## src/rtl/anpm_pkg.sv

```systemverilog
package anpm_pkg;
  localparam int STAGE_W = 3;

  typedef enum logic [STAGE_W-1:0] {
    ST_IDLE       = 3'b000,
    ST_PAR_DET    = 3'b001,
    ST_PAR_FAIL   = 3'b010,
    ST_ABIL_MATCH = 3'b011,
    ST_ACK_FAIL   = 3'b100,
    ST_ACK_MATCH  = 3'b101,
    ST_CONS_FAIL  = 3'b110,
    ST_CONS_MATCH = 3'b111
  } an_stage_e;
endpackage

```

## src/rtl/anpm_live_code.sv

```systemverilog
module anpm_live_code #(
  parameter int STAGE_W = anpm_pkg::STAGE_W,
  localparam int STAT_W = STAGE_W + 1
) (
  input  logic [STAGE_W-1:0] stage_i,
  input  logic               done_i,
  input  logic               link_fail_i,
  output logic [STAT_W-1:0]  live_o
);
  // A failed link is treated as idle; completion saturates every bit.
  always_comb begin
    if (link_fail_i)
      live_o = '0;
    else if (done_i)
      live_o = '1;
    else
      live_o = {1'b0, stage_i};
  end
endmodule

```

## src/rtl/anpm_next_sel.sv

```systemverilog
module anpm_next_sel #(
  parameter int STAGE_W = anpm_pkg::STAGE_W,
  localparam int STAT_W = STAGE_W + 1
) (
  input  logic [STAT_W-1:0] held_i,
  input  logic [STAT_W-1:0] live_i,
  input  logic              rd_i,
  input  logic              link_fail_i,
  output logic [STAT_W-1:0] next_o
);
  localparam logic [STAT_W-1:0] COMPLETE = '1;

  logic restart;
  logic rise;

  assign restart = link_fail_i && (held_i == COMPLETE);
  assign rise    = live_i > held_i;

  always_comb begin
    if (rd_i)
      next_o = live_i;
    else if (restart)
      next_o = '0;
    else if (rise)
      next_o = live_i;
    else
      next_o = held_i;
  end
endmodule

```

## src/rtl/anpm_hold_reg.sv

```systemverilog
module anpm_hold_reg #(
  parameter int WIDTH = 4
) (
  input  logic             clk,
  input  logic             rst,
  input  logic [WIDTH-1:0] d_i,
  output logic [WIDTH-1:0] q_o
);
  always_ff @(posedge clk) begin
    if (rst)
      q_o <= '0;
    else
      q_o <= d_i;
  end
endmodule

```

## src/rtl/anpm_progress_monitor.sv

```systemverilog
module anpm_progress_monitor #(
  parameter int STAGE_W = anpm_pkg::STAGE_W,
  localparam int STAT_W = STAGE_W + 1
) (
  input  logic               clk,
  input  logic               rst,
  input  logic [STAGE_W-1:0] an_stage_i,
  input  logic               an_done_i,
  input  logic               link_fail_i,
  input  logic               rd_i,
  output logic [STAT_W-1:0]  status_o
);
  logic [STAT_W-1:0] live;
  logic [STAT_W-1:0] next_val;

  anpm_live_code #(.STAGE_W(STAGE_W)) u_live (
    .stage_i     (an_stage_i),
    .done_i      (an_done_i),
    .link_fail_i (link_fail_i),
    .live_o      (live)
  );

  anpm_next_sel #(.STAGE_W(STAGE_W)) u_sel (
    .held_i      (status_o),
    .live_i      (live),
    .rd_i        (rd_i),
    .link_fail_i (link_fail_i),
    .next_o      (next_val)
  );

  anpm_hold_reg #(.WIDTH(STAT_W)) u_hold (
    .clk (clk),
    .rst (rst),
    .d_i (next_val),
    .q_o (status_o)
  );
endmodule

```

## config.mk

```make
export PLATFORM = sky130hd
export DESIGN_NAME = anpm_progress_monitor
export DESIGN_NICKNAME = d
export VERILOG_FILES = /design/src/rtl/anpm_pkg.sv /design/src/rtl/anpm_live_code.sv /design/src/rtl/anpm_next_sel.sv /design/src/rtl/anpm_hold_reg.sv /design/src/rtl/anpm_progress_monitor.sv
export SDC_FILE = /design/constraint.sdc
export NUM_CORES = 1
export LEC_CHECK = 0
export ABC_AREA = 1
export BUFFER_PORTS_ARGS = -buffer_cell sky130_fd_sc_hd__clkbuf_2
export CAP_MARGIN = 10
export CORE_AREA = 2 2 39 41
export CTS_CLUSTER_DIAMETER = 150
export DETAILED_ROUTE_END_ITERATION = 10
export DIE_AREA = 0 0 41 43
export HOLD_SLACK_MARGIN = 0.08
export PLACE_DENSITY = 0.47
export RECOVER_POWER = 100
export SLEW_MARGIN = 10
export SYNTH_ARGS = -nofsm -noshare
export SYNTH_HDL_FRONTEND = slang
export SYNTH_HIERARCHICAL = 1
export SYNTH_SLANG_ARGS = --single-unit
```

## constraint.sdc

```tcl
create_clock -name clk -period 2.2 [get_ports clk]
set_clock_uncertainty 0.05 [all_clocks]
set_input_delay 0.11 -clock clk [delete_from_list [all_inputs] [get_ports clk]]
set_output_delay 0.11 -clock clk [all_outputs]
set_load 0.01 [all_outputs]
```

==> metrics.cfg, run 1 <==
[sta]
slew_violations=0
rsz0062_at_grt=no
setup_viol=0
final.setup.tns_ns=0
min_period_ns=1.66
relSlewSlack=0.833
hold_violations=0
timing.hold.ws_ns=0.329
fmax_ghz=0.604
fin_crit_sh=0.752
worst_pin_slew_ns=0.250

[worst_setup_path]
cp-end-kind=flip-flop
arrival_ns=1.77
critPathLaunchType=flip-flop
worstPathRequired_ns=2.31
critical_path.max_fanout=8
critPathKind=reg -> reg

[power]
power.density_nw_per_um2=656
peakVddDrop_mv=0.259
p_leak_nw=0.287

[grt]
grt_max_degree=9
grt_usage=0.102
antenna_found_initial=0
grt_pass1_vias=347
grt_first_pass_wirelength_mm=1.24
grt_remaining_overflow=0

[logic_synthesis]
netlist_top_cells_area=dfxtp_1, nand2_1, ha_1
ys_seq_area_frac=0.218
yosys.area.top_type_share=0.218
syn_inst=64
yosysTopAreaCell=dfxtp_1
syn_avg_cell_area_um2=5.75
ys_seq_elements=4
synthesis.nets=76
netlist_area_um2=368
synthDistinctLibCells=12
ys_warn_count=6

[clocking]
clock-sinks=4
post_cts_resized=0
clk_latency_ns=0.23
cts.path.max_buffers=2
cts_root_buf=clkbuf_4
cts_tree=done
htreeDepth=1
path_clk_slew_ns=0.03
cts_made_buffers=3

[layout]
top_register=u_hold/q_o
drive_gt1_frac=0.228
reg_top3=u_hold/q_o (4)
diodes=0
largest_reg_flops=4
fin_nets=93
syn_to_final_growth_pct=24.5
final_cell_area_um2=458

[detailed_routing]
drt-initial-drc-count=4
wl_per_cell_um=7.56
vias_per_cell=3.95
ant_nets=0
drt_pass1_iterations=4
drt-total-wl_um=718
drc=0
vias=375

[die]
die_y_um=43
initial_core_util=0.266
core_um2=1380
num_rows=14
ioPinCount=12
die-width_um=41
die-area_um2=1760

[place]
port_buffers=11
place_area_um2=443
hpwlAfterDp_um=622
gp_congestion=0.732

[status]
status=complete, no violations

[flow_run]
cap_violations=0

[worst_hold_path]
hold_path_class=in -> reg

-- through the flow --
stage | cells | setup WS, ns | power (W) | utilization
after global placement | 91 | 0.699 | 0.000225 | 0.320
after CTS | 95 | 0.672 | 0.000321 | 0.344
after global routing | 95 | 0.285 | 0.000339 | 0.331
final | 95 | 0.545 | 0.000300 | 0.331
after detailed placement | 91 | 0.673 | 0.000227 | 0.320
after floorplan | 64 | 0.744 | 0.000193 | -
-- synthesized netlist by cell type, drive strengths merged --
cell type,number
nand2,23
dfxtp,4
a21oi,1
nor3,1
ha,4
nand3,2
nor2,12
inv,17
-- final timing paths --
kind / to / slack [ns] / startpoint / depth (start not counted)
setup / recovery: u_hold/q_o[3]$_SDFF_PP0_ / 0.54 / u_hold/q_o[3]$_SDFF_PP0_ / 13
hold / removal: u_hold/q_o[3]$_SDFF_PP0_ / 0.33 / link_fail_i / 6
setup reg to reg: u_hold/q_o[3]$_SDFF_PP0_ / 0.54 / u_hold/q_o[3]$_SDFF_PP0_ / 13
hold reg to reg: u_hold/q_o[3]$_SDFF_PP0_ / 0.54 / u_hold/q_o[3]$_SDFF_PP0_ / 4
-- cell families after synthesis --
family                   Yosys count  synth area share
AO/OA/AOI/OAI                      1            0.0136
adder cells (fa/ha/maj)            4             0.136
flip-flops                         4             0.218
AND/OR/NAND/NOR                   38             0.459
buffers and inverters             17             0.173
-- layer usage --
layer  up-vias  global-route usage  part of all wire
met3         0              0.0157             0.049
met1       149               0.138              0.51
met4         0              0.0800                 0
met5         -                   0                 0
met2        10               0.138              0.44
li1        216                   -                 -
-- report_power, final --
part | switching [W] | internal, W
Clock | 0.0000270 | 0.0000608
Sequential | 0.00000941 | 0.0000839
Combinational | 0.0000722 | 0.0000470
Total | 0.000109 | 0.000192
-- critical path, stage by stage (launching register included) --
cell and delay, ns:
dfxtp_1 0.34, inv_1 0.06, ha_1 0.30, nand2_1 0.07, clkinv_1 0.07, nand2_1 0.07, nand2_1 0.04, nand2_1 0.05
nand2_1 0.16, nand2_1 0.10, nand2_1 0.05, nor2_1 0.10, inv_1 0.05, nor2_1 0.08
-- cells in the final DEF, fill, tap and decap left out --
| cell | instances |
|---|---|
| nand2_2 | 1 |
| clkbuf_2 | 7 |
| nor2_2 | 3 |
| ha_1 | 4 |
| clkinv_1 | 1 |
| dlygate4sd3_1 | 1 |
| inv_1 | 12 |
| nand2_1 | 22 |
| nor2_1 | 9 |
| nor3_1 | 1 |
| a21oi_1 | 1 |
| nand3_1 | 2 |
| inv_2 | 4 |
| clkbuf_4 | 3 |
| clkbuf_1 | 4 |
| dfxtp_1 | 4 |
-- timing repair --
item	CTS	global route
hold buffers	1	0
endpoints found under the hold margin	4	0
setup buffers	0	0
-- cell type report --
| class | count | area, um^2 |
|---|---|---|
| Clock buffer | 3 | 22.5 |
| Tap cell | 16 | 20.0 |
| Inverter | 17 | 63.8 |
| Fill cell | 169 | 926 |
| Timing Repair Buffer | 12 | 60.1 |
| Multi-Input combinational cell | 43 | 211 |
| Sequential cell | 4 | 80.1 |
Power figures use the tool's default switching activity.
==> run 2, diff against run 1 <==
==> constraint.sdc (replaced) <==
create_clock -name clk -period 1.72 [get_ports clk]
set_clock_uncertainty 0.05 [all_clocks]
set_input_delay 0.086 -clock clk [delete_from_list [all_inputs] [get_ports clk]]
set_output_delay 0.086 -clock clk [all_outputs]
set_load 0.01 [all_outputs]
==> run 2 against run 1 <==
Compared with the run above:
- sequential power up 26%
- combinational power is 39% higher
- die area stayed put
- largest power group unchanged
==> metrics.cfg, run 2 (synthesized netlist as in run 1, its figures left out) <==
[clocking]
htreeDepth=1
clk_latency_ns=0.23
cts_made_buffers=3
path_clk_slew_ns=0.04
cts_setup_buffers=0
cts_tree=done
post_cts_resized=0
cts_hold_repair.buffers=1
clock-sinks=4
cts.path.max_buffers=2
cts_root_buf=clkbuf_4

[layout]
drive_gt1_frac=0.278
fin_nets=93
syn_to_final_growth_pct=27.9
final_cell_area_um2=470
layout_common_cells=nand2_1, inv_1, nor2_1
top_register=u_hold/q_o
instances_no_fill=95
diodes=0
reg_top3=u_hold/q_o (4)
largest_reg_flops=4
final_common_cell=nand2_1

[grt]
grt_pass1_vias=331
grt_max_degree=9
antenna_found_initial=0
grt_remaining_overflow=0
grt_first_pass_wirelength_mm=1.19
grt_usage=0.103

[die]
die-width_um=41
die-area_um2=1760
die_y_um=43
ioPinCount=12
num_rows=14
initial_core_util=0.266
core_um2=1380

[sta]
fin_crit_sh=0.870
setup_viol=0
relSlewSlack=0.899
fmax_ghz=0.669
slew_violations=0
hold_violations=0
timing.hold.ws_ns=0.287
rsz0062_at_grt=no
worst_pin_slew_ns=0.150
final.setup.tns_ns=0
min_period_ns=1.50

[worst_setup_path]
arrival_ns=1.61
critPathKind=reg -> reg
critical_path.max_fanout=8
critPathLaunchType=flip-flop
reg2reg_to=u_hold/q_o[2]$_SDFF_PP0_
rrSetupSlack_ns=0.22
reg2regPathDepth=13
r2r_start=u_hold/q_o[1]$_SDFF_PP0_
worstPathRequired_ns=1.84
cp-end-kind=flip-flop

[power]
p_leak_nw=0.296
power_w=0.000396
peakVddDrop_mv=0.278
power.density_nw_per_um2=841

[status]
status=complete, no violations

[worst_hold_path]
whs_endpoint=u_hold/q_o[1]$_SDFF_PP0_
hold_path.startpoint=rd_i
hold_path_class=in -> reg
whs_path_depth=8

[detailed_routing]
drt-initial-drc-count=3
vias_per_cell=3.81
drt-total-wl_um=690
ant_nets=0
wl_per_cell_um=7.26
drc=0
vias=362
drt_pass1_iterations=2

[place]
gp_congestion=0.695
port_buffers=11
dp_cells=91
hpwlAfterDp_um=588
place_area_um2=443

[flow_run]
cap_violations=0

## run 2: changes by cell type in the layout (fill, tap and decap cells not counted)
cell      previous run  this run
nand2_1             22        20
clkinv_1             1         0
inv_2                4         5
nand2_2              1         2
nand2_4              0         1
nor2_1               9         8
nor2_2               3         4
## run 2: how the worst max path moves through the flow
stage / from / endpoint / slack, ns / cells after the start
floorplan: u_hold/q_o[3]$_SDFF_PP0_ / u_hold/q_o[0]$_SDFF_PP0_ / 0.26 / 12
global placement: u_hold/q_o[3]$_SDFF_PP0_ / u_hold/q_o[1]$_SDFF_PP0_ / 0.23 / 11
detailed placement: u_hold/q_o[1]$_SDFF_PP0_ / u_hold/q_o[2]$_SDFF_PP0_ / 0.21 / 13
CTS: u_hold/q_o[1]$_SDFF_PP0_ / u_hold/q_o[2]$_SDFF_PP0_ / 0.20 / 13
global route: u_hold/q_o[3]$_SDFF_PP0_ / u_hold/q_o[2]$_SDFF_PP0_ / 0.02 / 13
finish: u_hold/q_o[1]$_SDFF_PP0_ / u_hold/q_o[2]$_SDFF_PP0_ / 0.22 / 13
## run 2: stage by stage
stage / worst slack [ns] / util
2_1_floorplan: 0.264 / -
3_3_place_gp: 0.228 / 0.320
3_5_place_dp: 0.209 / 0.320
4_1_cts: 0.198 / 0.344
5_1_grt: 0.0195 / 0.340
6_report: 0.224 / 0.340
## run 2: area by class of cell
type / count / area (um^2)
Tap cell: 16 / 20.0
Clock buffer: 3 / 22.5
Inverter: 17 / 63.8
Multi-Input combinational cell: 43 / 224
Fill cell: 160 / 913
Sequential cell: 4 / 80.1
Timing Repair Buffer: 12 / 60.1
## run 2: power by group
part	switching, W	internal, W	leakage, nW	total [W]
sequential	0.0000109	0.000107	0.0332	0.000118
combinational	0.000100	0.0000649	0.249	0.000165
clock	0.0000346	0.0000778	0.0138	0.000112
## run 2: worst max-delay path, cell delays in order (launching register included)
cell and delay [ns]:
dfxtp_1 0.36, inv_1 0.06, ha_1 0.30, nand2_1 0.07
nand2_1 0.04, nand2_1 0.05, nand2_1 0.05, nand2_2 0.07
nand2_4 0.08, nand2_1 0.06, nand2_1 0.06, nor2_2 0.08
inv_1 0.04, nor2_1 0.07
## run 2: metal layers
layer / vias up / GRT usage / wire (um)
met4: 0 / 0.100 / 0
met3: 0 / 0.0314 / 40
li1: 214 / - / -
met5: - / 0 / 0
met2: 10 / 0.147 / 303
met1: 138 / 0.113 / 346
==> run 3, diff against run 2 <==
==> constraint.sdc (replaced) <==
create_clock -name clk -period 1.72 [get_ports clk]
set_clock_uncertainty 0.05 [all_clocks]
set_input_delay 0.516 -clock clk [delete_from_list [all_inputs] [get_ports clk]]
set_output_delay 0.516 -clock clk [all_outputs]
set_load 0.01 [all_outputs]
==> run 3 against run 2 <==
Compared with the run above:
- utilization rose by 10 points
- highest routed layer unchanged
- combinational power up 38%
- sequential power barely moved
- final cell count rose by 5.3%
- wire length grew 19%
- critical path type is now in -> reg
==> metrics.cfg, run 3 (synthesized netlist as in run 1, its figures left out) <==
[clocking]
cts_made_buffers=3
cts_hold_repair.buffers=0
cts_root_buf=clkbuf_4
htreeDepth=1
clock-sinks=4
clk_latency_ns=0.23
path_clk_slew_ns=0.04
cts_tree=done
cts.path.max_buffers=2

[sta]
relSlewSlack=0.879
rsz0062_at_grt=yes
hold_violations=0
setup_viol=0
fin_crit_sh=0.939
slew_violations=0
min_period_ns=1.62
final.setup.tns_ns=0
fmax_ghz=0.619
timing.final.ws_setup_ns=0.104
worst_pin_slew_ns=0.182

[detailed_routing]
wl_per_cell_um=8.23
drt_pass1_iterations=4
drc=0
ant_nets=0
vias_per_cell=3.94
vias=394
drt-initial-drc-count=4
drt-total-wl_um=823

[status]
status=complete, no violations

[layout]
final_common_cell=nand2_1
fin_nets=98
layout_common_cells=nand2_1, inv_1, nor2_1
reg_top3=u_hold/q_o (4)
diodes=0
multi_input_area_um2=312
drive_gt1_frac=0.500
syn_to_final_growth_pct=65.6
final_cell_area_um2=609
top_register=u_hold/q_o
layout.area.seq_um2=80.1
num-fill-cells=157
largest_reg_flops=4

[place]
dp_slack_ns=-0.198
port_buffers=11
hpwlAfterDp_um=598
place_area_um2=473
gp_congestion=0.688

[worst_setup_path]
reg2reg_to=u_hold/q_o[3]$_SDFF_PP0_
critPathKind=in -> reg
reg2regPathDepth=13
critical_path.max_fanout=8
slowest_delay_ns=0.30
rrSetupSlack_ns=0.23
crit_chain=buf_6 -> inv_8 -> nand2_8 -> nand2_2 -> inv_2 -> ha_2 -> nand3_1 -> nand2_2 -> nand2_4 -> nand2_2 -> nand2_2 -> nor2_2 -> inv_1 -> nor2_1
r2r_start=u_hold/q_o[1]$_SDFF_PP0_
cp-end-kind=flip-flop
cp_common_cell=nand2_2
critPathLaunchType=primary input
worstPathRequired_ns=1.85
cp.buffers_inverters=4
slowest_stage=ha_2
arrival_ns=1.74
crit_family=simple AND/OR/NAND/NOR gates

[die]
num_rows=14
core_um2=1380
initial_core_util=0.266
die-area_um2=1760
die_y_um=43
die-width_um=41
ioPinCount=12

[worst_hold_path]
hold_path.startpoint=rst
whs_endpoint=u_hold/q_o[3]$_SDFF_PP0_
hold_path_class=in -> reg
whs_path_depth=2

[grt]
grt_max_degree=9
grt_remaining_overflow=0
grt_first_pass_wirelength_mm=1.11
grt_usage=0.0945
antenna_found_initial=0
grt_pass1_vias=303

[power]
peakVddDrop_mv=0.398
power.density_nw_per_um2=758
p_leak_nw=0.328

[flow_run]
cap_violations=0

[run 3: layer usage]
metal	global-route usage	wire length (um)	vias up
met5	0	0	-
met4	0.0800	0	0
met3	0.0157	42	0
met2	0.128	407	12
met1	0.123	373	157
li1	-	-	225
[run 3: worst reg2reg max path, stage by stage, from the launching register on]
cell and delay (ns):
dfxtp_1 0.35, inv_1 0.09, ha_4 0.24, nand2_1 0.05
nand2_1 0.05, nand2_1 0.05, nand2_1 0.05, nand2_2 0.08
nand2_4 0.08, nand2_2 0.07, nand2_2 0.04, nor2_2 0.10
inv_1 0.04, nor2_1 0.08
[run 3: power breakdown]
part,leakage (nW),switching [W],internal (W)
Clock,0.0138,0.0000377,0.0000780
Sequential,0.0332,0.0000112,0.000107
Combinational,0.281,0.000126,0.000101
Total,0.328,0.000175,0.000287
[run 3: how the worst max path moves through the flow]
stage	startpoint	endpoint	slack (ns)	cells after the start
floorplan	link_fail_i	u_hold/q_o[0]$_SDFF_PP0_	0.06	14
global placement	link_fail_i	u_hold/q_o[2]$_SDFF_PP0_	-0.18	16
detailed placement	link_fail_i	u_hold/q_o[2]$_SDFF_PP0_	-0.20	16
CTS	link_fail_i	u_hold/q_o[0]$_SDFF_PP0_	0.04	16
global route	link_fail_i	u_hold/q_o[3]$_SDFF_PP0_	-0.008	18
finish	link_fail_i	u_hold/q_o[3]$_SDFF_PP0_	0.10	14
[run 3: timing repair]
item	in CTS	in global routing
endpoints found under the hold margin	0	0
gates resized for setup	0	24
endpoints found under the setup margin	0	4
setup buffers	0	2
[run 3: final cells by class]
type / count / share of cell area
Tap cell: 16 / 0.0329
Sequential cell: 4 / 0.131
Multi-Input combinational cell: 43 / 0.511
Inverter: 17 / 0.121
Timing Repair Buffer: 17 / 0.166
Clock buffer: 3 / 0.0370
[run 3: metrics by stage]
step           total power, W   util  std cells  hold WS, ns
2_1_floorplan        0.000247      -         64        0.537
3_3_place_gp         0.000296  0.342         95        0.539
3_5_place_dp         0.000298  0.342         95        0.538
4_1_cts              0.000421  0.358         98        0.437
5_1_grt              0.000508  0.440        100        0.453
6_report             0.000462  0.440        100        0.434
